===== config.mk =====
export PLATFORM = sky130hd
export DESIGN_NAME = unit_cond_eval
export DESIGN_NICKNAME = d
export VERILOG_FILES = /design/src/rtl/unit_cond_eval.sv
export SDC_FILE = /design/constraint.sdc
export NUM_CORES = 1
export LEC_CHECK = 0
export CAP_MARGIN = 10
export CORE_AREA = 2 2 77 79
export CTS_CLUSTER_DIAMETER = 100
export DETAILED_ROUTE_END_ITERATION = 8
export DIE_AREA = 0 0 79 81
export PLACE_DENSITY = 0.84
export SETUP_SLACK_MARGIN = 0.3
export SYNTH_ARGS = -nofsm -noshare
export SYNTH_HDL_FRONTEND = slang
export SYNTH_SLANG_ARGS = --single-unit

===== constraint.sdc =====
create_clock -name clk -period 2.7 [get_ports clk]
set_input_delay 0.405 -clock clk [delete_from_list [all_inputs] [get_ports clk]]
set_output_delay 0.405 -clock clk [all_outputs]
set_load 0.005 [all_outputs]

===== src/rtl/unit_cond_eval.sv =====
module unit_cond_eval #(
  parameter int unsigned W = 64
) (
  input  logic         clk,
  input  logic         rst_n,
  input  logic         in_valid,
  input  logic [3:0]   cf,
  input  logic         dword,
  input  logic [W-1:0] opa,
  input  logic [W-1:0] opb,
  input  logic [W-1:0] res,
  output logic         out_valid,
  output logic         cond
);
  localparam int unsigned HW = W / 2;
  localparam logic [W-1:0] ONE_B  = {(W/8){8'h01}};
  localparam logic [W-1:0] TOP_B  = {(W/8){8'h80}};
  localparam logic [W-1:0] ONE_H  = {(W/16){16'h0001}};
  localparam logic [W-1:0] TOP_H  = {(W/16){16'h8000}};
  localparam logic [W-1:0] TOP_N  = {(W/4){4'h8}};

  logic [W-1:0] span, cvec, zb, zh;
  logic         hit;

  assign span = dword ? '1 : {{HW{1'b0}}, {HW{1'b1}}};
  assign cvec = cf[3] ? ((opa & opb) | ((opa | opb) & ~res)) : '0;
  assign zb   = (res - ONE_B) & ~res & TOP_B & span;
  assign zh   = (res - ONE_H) & ~res & TOP_H & span;

  always_comb begin
    case (cf[3:1])
      3'd2:    hit = |zb;
      3'd3:    hit = |zh;
      3'd4:    hit = |(cvec & TOP_N & span);
      3'd6:    hit = |(cvec & TOP_B & span);
      3'd7:    hit = |(cvec & TOP_H & span);
      default: hit = 1'b0;
    endcase
  end

  always_ff @(posedge clk) begin
    if (!rst_n) begin
      out_valid <= 1'b0;
      cond      <= 1'b0;
    end else begin
      out_valid <= in_valid;
      if (in_valid) cond <= hit ^ cf[0];
    end
  end


  reset_clear_chk: assert property (@(posedge clk) !rst_n |=> !out_valid && !cond);


  hold_cond_chk: assert property (@(posedge clk) disable iff (!rst_n)
    !in_valid |=> $stable(cond));


  strobe_follow_chk: assert property (@(posedge clk) disable iff (!rst_n)
    in_valid |=> out_valid);


  const_code_chk: assert property (@(posedge clk) disable iff (!rst_n)
    in_valid && (cf[3:1] == 3'd0 || cf[3:1] == 3'd1 || cf[3:1] == 3'd5)
    |=> cond == $past(cf[0]));


  zero_word_chk: assert property (@(posedge clk) disable iff (!rst_n)
    in_valid && cf[3:1] == 3'd2 && res[31:0] == 32'd0 |=> cond == !$past(cf[0]));


  no_carry_chk: assert property (@(posedge clk) disable iff (!rst_n)
    in_valid && cf[3:1] == 3'd6 && (opa | opb) == '0 |=> cond == $past(cf[0]));
endmodule


==> metrics.yaml <==
outcome:
  status: "finished, final reports clean"
layout:
  syn_to_final_growth_pct: 159
  drive_gt1_share_pct: 10.4
  final_cells: 316
  layout.nets: 443
  fin_util_pct: 37.6
  antenna_cells: 0
sta:
  setup_ws_ns: 0.347
  clock.fmax_mhz: 425
  report.final.hold_viol_count: 0
  rsz0062_at_grt: "no"
  min_period_ns: 2.35
  worstMarginPinSlew_ns: 0.500
  maxSlewViolCount: 0
  post-route-period-util_pct: 87.2
  slew_headroom_pct: 66.5
  setup_viol: 0
  setup_tns_ns: 0
  clock_skew_ns: 0
global_routing:
  grt_pass1_wl_um: 6310
  grt_max_degree: 7
  grt_pass1_vias: 1435
  grt.total_usage_pct: 12.6
  antenna_found_initial: 0
  gr-total-overflow: 0
clock_network:
  clk_pin_slew_ns: 0.03
  cts_tree: "yes"
  clk_latency_ns: 0.21
  ctsHoldBuffers: 0
  clock_path_buffers: 2
  clock-sinks: 2
  cts_made_buffers: 3
  htree_levels: 1
  cts_root_buf: "clkbuf_8"
pwr:
  p_int_uw: 290
  vdd_ir_drop_max_mv: 0.145
  p_sw_uw: 98.4
  p_total_uw: 389
  p_seq_share_pct: 8.4
  power_density_nw_per_um2: 182
  power_frac_comb_pct: 61.9
  clockPowerShare_pct: 29.7
  switching_share_pct: 25.3
  leakage_uw: 0.000764
worst_setup_path:
  critical_path_buf_inv_count: 1
  path_delay_family: "simple AND/OR/NAND/NOR gates"
  critPathMaxFanout: 2
  critPathLaunchType: "input pin"
  reg2reg_from: "cond"
  crit_chain: "clkdlybuf4s50_1 > nor4b_2 > nand2_1 > or4_4 > o311ai_4 > o211a_1 > a31oi_1 > nand3b_1"
  arrival_ns: 2.44
  endpoint_kind: "flop"
  rr_endpoint: "cond"
  cp.required_ns: 2.79
  reg2reg_slack_ns: 2.13
  path_depth: 8
  crit_path_end: "cond"
  crit_start: "res[33]"
  max_stage_delay_ns: 0.51
  crit_slowest_cell: "or4_4"
  crit_type: "input pin to flop"
  reg2reg_depth: 2
yosys:
  ys_warn_count: 0
  ys_ff_latch: 2
  syn_avg_cell_area_um2: 6.58
  yosysSeqAreaShare_pct: 4.87
  synth_top_area_cell: "o21ai_0"
  synth_edf_count: 0
  syn-cell-area_um2: 822
  yosys_most_used_dff: "dfxtp_1"
  synth_nets: 325
  synth_top_area_share_pct: 9.74
  ys_types: 35
  synthTopCellsByArea: "o21ai_0, inv_1, nor4_1, a22oi_1, dfxtp_1"
  ys_async_sr_fraction_pct: 0
  synthCells: 125
floorplanning:
  die_h_um: 81
  core_um2: 5680
  die-area_um2: 6400
  start_util_pct: 14.5
  fp-row-count: 28
  die-width_um: 79
  io_pins: 202
min_path:
  hp-class: "flop to flop"
  hold_depth: 2
route:
  wl_per_cell_um: 13.4
  top_layer_used: "met3"
  ant_nets: 0
  dr.pass1.iters: 4
  wl_met3_um: 465
  drc_errors: 0
  viasPerCell: 4.62
  routed-wl-met2_um: 1810
  num_vias: 1459
  met1_length_um: 1950
  drt-initial-drc-count: 52
  routed_wl_um: 4230
placement:
  dp.cells: 309
  io_buffers: 105
  dpl_worst_slack_ns: 0.0378
  dp_hpwl_um: 3760
  finalWeightedCongestion: 0.862
flow_run:
  drv_cap: 0
-- worst min path at each step --
stage | start | endpoint | slack (ns)
after global placement | cond | cond | 0.50
final | cond | cond | 0.51
after CTS | cond | cond | 0.52
after global routing | cond | cond | 0.55
after detailed placement | cond | cond | 0.52
after floorplan | cond | cond | 0.49
-- worst register-to-register path, delay by kind of cell, from the launching register on --
family	cells	cell delay (ns)
AND/OR/NAND/NOR	2	0.15
flip-flops	1	0.30
-- per-stage QoR --
step | area [um^2] | hold WS (ns)
floorplan | 822 | 0.495
global placement | 2000 | 0.499
detailed placement | 2000 | 0.516
CTS | 2050 | 0.519
global route | 2130 | 0.550
finish | 2130 | 0.509
-- sequential cells by signal (all words and copies together) (netlist names) --
signal and flops:
out_valid 1, cond 1
-- kinds of logic after synthesis --
family                 after synthesis  synth area share [%]
AND/OR/NAND/NOR                     58                  45.2
AO/OA/AOI/OAI                       48                  42.2
buffers and inverters               17                  7.76
flip-flops                           2                  4.87
-- repair_timing --
action | in CTS | in global routing
pin swaps | 1 | 12
endpoints found under the setup margin | 1 | 1
gates resized for setup | 2 | 11
setup buffers | 0 | 4
-- placed cells by master (no fill, tap or decap), types with 2 or more instances in the layout --
master           instances
clkdlybuf4s50_1        103
inv_1                   17
o21ai_0                 16
nand2_1                  8
buf_4                    8
a22oi_1                  6
nor2_1                   6
nand2b_1                 5
nor4_2                   5
nor4_1                   5
nand3_1                  4
nor3_1                   4
nand3b_1                 4
a31oi_1                  3
nor2b_1                  3
and4_1                   3
a21oi_1                  3
a211oi_1                 3
clkbuf_8                 3
and2_1                   2
a221oi_1                 2
o211a_1                  2
nor4_4                   2
nand4_1                  2
o31ai_1                  2
o21a_1                   2
dfxtp_1                  2
dlymetal6s2s_1           2
-- per-layer routing --
layer / vias to the layer above / global-route usage, %
met3: 0 / 4.33
met2: 85 / 20.2
met5: - / 0
met4: 0 / 1.72
met1: 646 / 16.7
li1: 728 / -
-- cell usage after synthesis, types with 3 or more instances --
library cell   n
a211oi_1       4
nor4_1         8
nor2_1         6
nor3_1         4
and4_1         3
a21oi_1        3
o21ai_0       16
nor2b_1        3
nand2b_1       5
nor4_2         3
inv_1         17
a31oi_1        3
nand3b_1       4
nand2_1        9
nand3_1        4
a22oi_1        6
-- final cells by class --
type / instances / area, um^2
timing repair buffer: 113 / 1120
inverter: 17 / 63.8
sequential: 2 / 40.0
tap: 75 / 93.8
fill: 621 / 3540
clock buffer: 3 / 41.3
multi-input combinational: 106 / 777
-- power groups by stage --
| stage | logic (uW) | clock network [uW] | registers [uW] |
|---|---|---|---|
| 6_report | 241 | 116 | 32.7 |
| 5_1_grt | 261 | 124 | 32.8 |
| 4_1_cts | 238 | 120 | 32.7 |
| 3_5_place_dp | 235 | 0 | 33.1 |
| 3_3_place_gp | 231 | 0 | 33.0 |
| 2_1_floorplan | 49.2 | 0 | 33.2 |
Power figures use the tool's default switching activity.
